===== src/rtl/lpl_pkg.sv =====
package lpl_pkg;
  // Cycles per flit period and field widths shared by the framer.
  localparam int unsigned LPL_SLOTS  = 4;
  localparam int unsigned LPL_DATA_W = 32;
  localparam int unsigned LPL_ID_W   = 4;
endpackage


===== src/rtl/lpl_phase.sv =====
module lpl_phase #(
  parameter int unsigned SLOTS = lpl_pkg::LPL_SLOTS
) (
  input  logic clk,
  input  logic rst,
  output logic last
);
  localparam int unsigned CW = (SLOTS > 1) ? $clog2(SLOTS) : 1;
  localparam logic [CW-1:0] LAST_V = CW'(SLOTS - 1);

  logic [CW-1:0] cnt;

  always_ff @(posedge clk) begin
    if (rst)                cnt <= '0;
    else if (cnt == LAST_V) cnt <= '0;
    else                    cnt <= cnt + CW'(1);
  end

  assign last = (cnt == LAST_V);
endmodule


===== src/rtl/lpl_ser.sv =====
module lpl_ser #(
  parameter int unsigned WORD_W = 32,
  parameter int unsigned SLOTS  = lpl_pkg::LPL_SLOTS
) (
  input  logic                      clk,
  input  logic                      rst,
  input  logic                      load,
  input  logic [WORD_W-1:0]         word,
  output logic [WORD_W/SLOTS-1:0]   slice
);
  localparam int unsigned SW = WORD_W / SLOTS;

  logic [WORD_W-1:0] sh;

  // Load at the boundary, then emit the top slice each cycle, MSB first.
  always_ff @(posedge clk) begin
    if (rst) begin
      sh    <= '0;
      slice <= '0;
    end else if (load) begin
      slice <= word[WORD_W-1 -: SW];
      sh    <= word << SW;
    end else begin
      slice <= sh[WORD_W-1 -: SW];
      sh    <= sh << SW;
    end
  end
endmodule


===== src/rtl/lpl_deser.sv =====
module lpl_deser #(
  parameter int unsigned WORD_W = 32,
  parameter int unsigned SLOTS  = lpl_pkg::LPL_SLOTS
) (
  input  logic                      clk,
  input  logic                      rst,
  input  logic                      capture,
  input  logic [WORD_W/SLOTS-1:0]   slice_in,
  output logic [WORD_W-1:0]         word_q
);
  localparam int unsigned SW = WORD_W / SLOTS;

  logic [WORD_W-1:0] acc;
  logic [WORD_W-1:0] nxt;

  assign nxt = (acc << SW) | WORD_W'(slice_in);

  always_ff @(posedge clk) begin
    if (rst) begin
      acc    <= '0;
      word_q <= '0;
    end else begin
      acc <= nxt;
      if (capture) word_q <= nxt;
    end
  end
endmodule


===== src/rtl/lane_phit_link.sv =====
module lane_phit_link #(
  parameter int unsigned SLOTS  = lpl_pkg::LPL_SLOTS,
  parameter int unsigned DATA_W = lpl_pkg::LPL_DATA_W,
  parameter int unsigned ID_W   = lpl_pkg::LPL_ID_W
) (
  input  logic                                   clk,
  input  logic                                   rst,
  input  logic                                   src_valid,
  output logic                                   src_ready,
  input  logic [DATA_W-1:0]                      src_data,
  input  logic [ID_W-1:0]                        src_lane,
  output logic [DATA_W/SLOTS+ID_W/SLOTS-1:0]     fwd_tx,
  input  logic [ID_W/SLOTS-1:0]                  rev_rx,
  output logic                                   ack_seen_valid,
  output logic [ID_W-1:0]                        ack_seen_code,
  input  logic [DATA_W/SLOTS+ID_W/SLOTS-1:0]     fwd_rx,
  output logic                                   dst_valid,
  output logic [DATA_W-1:0]                      dst_data,
  output logic [ID_W-1:0]                        dst_lane,
  input  logic                                   ack_valid,
  output logic                                   ack_ready,
  input  logic [ID_W-1:0]                        ack_code,
  output logic [ID_W/SLOTS-1:0]                  rev_tx
);
  localparam int unsigned DS_W   = DATA_W / SLOTS;
  localparam int unsigned IS_W   = ID_W / SLOTS;
  localparam int unsigned PHIT_W = DS_W + IS_W;

  // ---------------- sending half: flits out, acknowledgments in -------------
  logic              tx_last;
  logic              tx_pulse;
  logic [DATA_W-1:0] tx_data_w;
  logic [ID_W-1:0]   tx_lane_w;
  logic [DS_W-1:0]   tx_data_sl;
  logic [IS_W-1:0]   tx_lane_sl;

  lpl_phase #(.SLOTS(SLOTS)) u_tx_phase (.clk(clk), .rst(rst), .last(tx_last));

  assign src_ready = tx_last;
  assign tx_data_w = src_valid ? src_data : '0;
  assign tx_lane_w = src_valid ? src_lane : '0;

  lpl_ser #(.WORD_W(DATA_W), .SLOTS(SLOTS)) u_ser_data (
    .clk(clk), .rst(rst), .load(tx_last), .word(tx_data_w), .slice(tx_data_sl));
  lpl_ser #(.WORD_W(ID_W), .SLOTS(SLOTS)) u_ser_lane (
    .clk(clk), .rst(rst), .load(tx_last), .word(tx_lane_w), .slice(tx_lane_sl));

  assign fwd_tx = {tx_lane_sl, tx_data_sl};

  lpl_deser #(.WORD_W(ID_W), .SLOTS(SLOTS)) u_deser_ack (
    .clk(clk), .rst(rst), .capture(tx_last), .slice_in(rev_rx), .word_q(ack_seen_code));

  always_ff @(posedge clk) begin
    if (rst) tx_pulse <= 1'b0;
    else     tx_pulse <= tx_last;
  end

  assign ack_seen_valid = tx_pulse & (|ack_seen_code);

  // ---------------- receiving half: flits in, acknowledgments out -----------
  logic            rx_last;
  logic            rx_pulse;
  logic [ID_W-1:0] rx_ack_w;

  lpl_phase #(.SLOTS(SLOTS)) u_rx_phase (.clk(clk), .rst(rst), .last(rx_last));

  lpl_deser #(.WORD_W(DATA_W), .SLOTS(SLOTS)) u_deser_data (
    .clk(clk), .rst(rst), .capture(rx_last), .slice_in(fwd_rx[DS_W-1:0]), .word_q(dst_data));
  lpl_deser #(.WORD_W(ID_W), .SLOTS(SLOTS)) u_deser_lane (
    .clk(clk), .rst(rst), .capture(rx_last), .slice_in(fwd_rx[PHIT_W-1 -: IS_W]), .word_q(dst_lane));

  always_ff @(posedge clk) begin
    if (rst) rx_pulse <= 1'b0;
    else     rx_pulse <= rx_last;
  end

  assign dst_valid = rx_pulse & (|dst_lane);
  assign ack_ready = rx_last;
  assign rx_ack_w  = ack_valid ? ack_code : '0;

  lpl_ser #(.WORD_W(ID_W), .SLOTS(SLOTS)) u_ser_ack (
    .clk(clk), .rst(rst), .load(rx_last), .word(rx_ack_w), .slice(rev_tx));
endmodule


===== config.mk =====
export PLATFORM = sky130hd
export DESIGN_NAME = lane_phit_link
export DESIGN_NICKNAME = d
export VERILOG_FILES = /design/src/rtl/lpl_pkg.sv /design/src/rtl/lpl_phase.sv /design/src/rtl/lpl_ser.sv /design/src/rtl/lpl_deser.sv /design/src/rtl/lane_phit_link.sv
export SDC_FILE = /design/constraint.sdc
export NUM_CORES = 1
export LEC_CHECK = 0
export CORE_UTILIZATION = 39
export CTS_BUF_LIST = sky130_fd_sc_hd__clkbuf_2 sky130_fd_sc_hd__clkbuf_4 sky130_fd_sc_hd__clkbuf_8
export DETAILED_ROUTE_END_ITERATION = 8
export PLACE_DENSITY = 0.71
export SLEW_MARGIN = 20
export SYNTH_ARGS = -nofsm -noshare
export SYNTH_HDL_FRONTEND = slang
export SYNTH_SLANG_ARGS = --single-unit
export TNS_END_PERCENT = 30

===== constraint.sdc =====
create_clock -name clk -period 1.71 [get_ports clk]
set_input_delay 0.342 -clock clk [delete_from_list [all_inputs] [get_ports clk]]
set_output_delay 0.342 -clock clk [all_outputs]
set_load 0.05 [all_outputs]

==> impl_metrics.ini <==
[placement]
place_area_um2 = 4860
gp_congestion = 0.783
dp_hpwl_um = 5070
port_buffers = 107

[worst_setup_path]
worstPathArrival_ns = 1.33
worstPathRequired_ns = 1.37
worst-path-max-fanout = 3
worst-setup-path-type = reg -> out
slowest_stage = o41a_1
path_cells = o41a_1 > buf_6
slowest_delay_ns = 0.42
crit_family = compound AO/OA/AOI/OAI gates
startpoint_type = flip-flop
crit_path_end_kind = output port
cp.buffers_inverters = 1

[power_and_ir_drop]
ir_drop_uv = 572
power_density_nw_per_um2 = 1140
p_leak_nw = 2.09

[synth]
synth_edf_count = 0
yosys_warnings = 0
synth_nets = 396
synth_cells = 338
netlist_area_um2 = 3800
synthArstFlopShare_pct = 0
synth-seq-area-share_pct = 61.1
synth_area_per_cell_um2 = 11.3
synth.distinct_cells = 22
synth-seq-cells = 116
synth_top_flop_cell = dfxtp_1

[detailed_routing]
detail_route.iter0.violations = 116
vias = 2684
drtAntennaViolNets = 0
first_pass_iters = 4
drc = 0
via_per_inst = 4.54
wire_per_inst_um = 12.7
drt-total-wl_um = 7520

[clocking]
cts_htree_levels = 4
clock_latency_ns = 0.42
cts_buffers = 17
cts_sinks = 116
clkTransAtPathRegs_ns = 0.07
cts_tree = yes
cts-root-buf = clkbuf_8
ctsLongestPathBuffers = 2

[sta]
slew_violations = 0
hold_viol = 0
slew_headroom_pct = 59.3
setup_viol = 0
worstMarginPinSlew_ns = 0.610
finClkSkew_ns = 0.0104
fin_crit_sh_pct = 97.9
clock.fmax_ghz = 0.597
period_needed_ns = 1.67
rsz0062_at_grt = yes

[grt]
grt_antenna_before_repair = 0
grt_pass1_vias = 2472
grt_util_all_layers_pct = 15.8
grt-ovfl-total = 0
grt_max_degree = 42
grt_pass1_wl_um = 12000

[cells_and_area]
fin_nets = 507
postLayoutCoreUtil_pct = 57.0
layout-drive-gt1-share_pct = 21.9
design_area_um2 = 5320
fillers = 797
syn2layout_area_growth_pct = 39.9
antenna_cells = 0

[floorplan]
pin_count = 108
die_h_um = 101
die_x_um = 101
num_rows = 35
initial_core_util_pct = 40.8
core_area_um2 = 9330
die-area_um2 = 10200

[worst_hold_path]
min_path_type = in -> reg

[run_status]
outcome = finished, final reports clean

[run]
cap_violations = 0
-- sequential cells by signal, indices dropped and copies added (netlist names), 4 cells and up --
name and count:
u_deser_data.acc 24, u_deser_lane.word_q 4, u_deser_ack.word_q 4, u_ser_data.sh 24, u_ser_data.slice 8, u_deser_data.word_q 32
-- final timing paths --
check	from	endpoint	slack (ns)	cells after the start
worst max-delay path	u_deser_lane.word_q[3]	dst_valid	0.04	2
worst min-delay path	rst	u_rx_phase.cnt[0]	0.29	2
worst max register to register	u_rx_phase.cnt[0]	u_deser_data.word_q[26]	0.31	4
worst min register to register	u_ser_data.sh[20]	u_ser_data.sh[28]	0.44	2
-- cells in the mapped netlist (4+ instances only) --
cell,instances,share of area (%)
ha_1,4,1.3
nor2_1,40,3.9
nand3_1,16,2.1
nor2b_1,32,5.3
buf_4,7,1.4
mux2i_1,40,11
and2_1,9,1.5
dfxtp_1,116,61
a21oi_1,16,2.1
buf_2,15,2.0
a32o_1,14,3.7
nand2b_1,16,2.6
-- kinds of logic (layout without fill, tap and decap cells) --
group | Yosys count | after routing | synth area share, %
DFF | 116 | 116 | 61.1
buffers and inverters | 25 | 149 | 3.85
AOI/OAI and AO/OA | 32 | 32 | 6.38
adders and majority gates | 4 | 4 | 1.32
muxes | 40 | 40 | 10.5
and+or+nand+nor | 121 | 121 | 16.9
-- worst register-to-register path, delay by kind of cell (launching register included) --
family                     cells  cell delay (ns)
adders and majority gates      1             0.38
buffers and inverters          1             0.27
muxes                          1             0.23
and+or+nand+nor                1             0.05
DFF                            1             0.36
-- cells in the final DEF (no fill, tap or decap), types with 2 or more instances in the layout --
cell / instances
nor2_1: 40
dfxtp_2: 2
clkdlybuf4s50_1: 52
nor2b_1: 32
clkinv_2: 4
nor3b_1: 2
bufinv_16: 4
nor3_1: 2
mux2i_1: 40
buf_4: 57
clkbuf_8: 18
buf_6: 2
dfxtp_1: 114
o41a_1: 2
ha_1: 3
and2_1: 9
nand3_1: 16
a21oi_1: 16
a32o_1: 14
clkinv_4: 2
clkinvlp_4: 2
nand2b_1: 16
buf_12: 4
-- where the power goes --
group | switching, mW | leakage (nW) | total [mW] | internal [mW]
Sequential | 0.0358 | 0.943 | 2.82 | 2.78
Clock | 1.07 | 0.219 | 2.71 | 1.64
Combinational | 0.269 | 0.929 | 0.524 | 0.255
Total | 1.37 | 2.09 | 6.05 | 4.67
-- metal layers --
layer  wire, um  vias up  global-route usage [%]
li1           -     1370                       -
met1       3410     1237                    19.0
met2       3590       64                    25.0
met3        369       13                    5.27
met4        150        0                    9.03
met5          0        -                       0
-- through the flow --
step	power [mW]	hold slack, ns	worst slack, ns	setup TNS (ns)	std cells
floorplan	3.17	0.419	0.166	0	338
global placement	3.39	0.425	0.335	0	557
detailed placement	3.40	0.431	0.288	0	557
CTS	6.12	0.272	0.00155	0	590
global route	6.29	0.273	-0.0122	-0.0237	591
finish	6.05	0.286	0.0363	0	591
-- final cells by class --
cell class,instances,area (um2),area share [%]
Timing Repair Buffer,116,1060,19.8
Sequential cell,116,2320,43.7
Clock buffer,19,255,4.80
Clock inverter,13,181,3.41
Inverter,1,3.75,0.0706
Tap cell,129,161,3.03
Multi-Input combinational cell,197,1340,25.1
-- repair_timing --
| action | 4_1_cts | 5_1_grt |
|---|---|---|
| gates resized for setup | 3 | 1 |
| pin swaps | 1 | 1 |
| hold buffers | 0 | 0 |
| endpoints found under the setup margin | 2 | 2 |
| setup buffers | 1 | 1 |
Note: power is estimated with default switching activity, not from simulation.
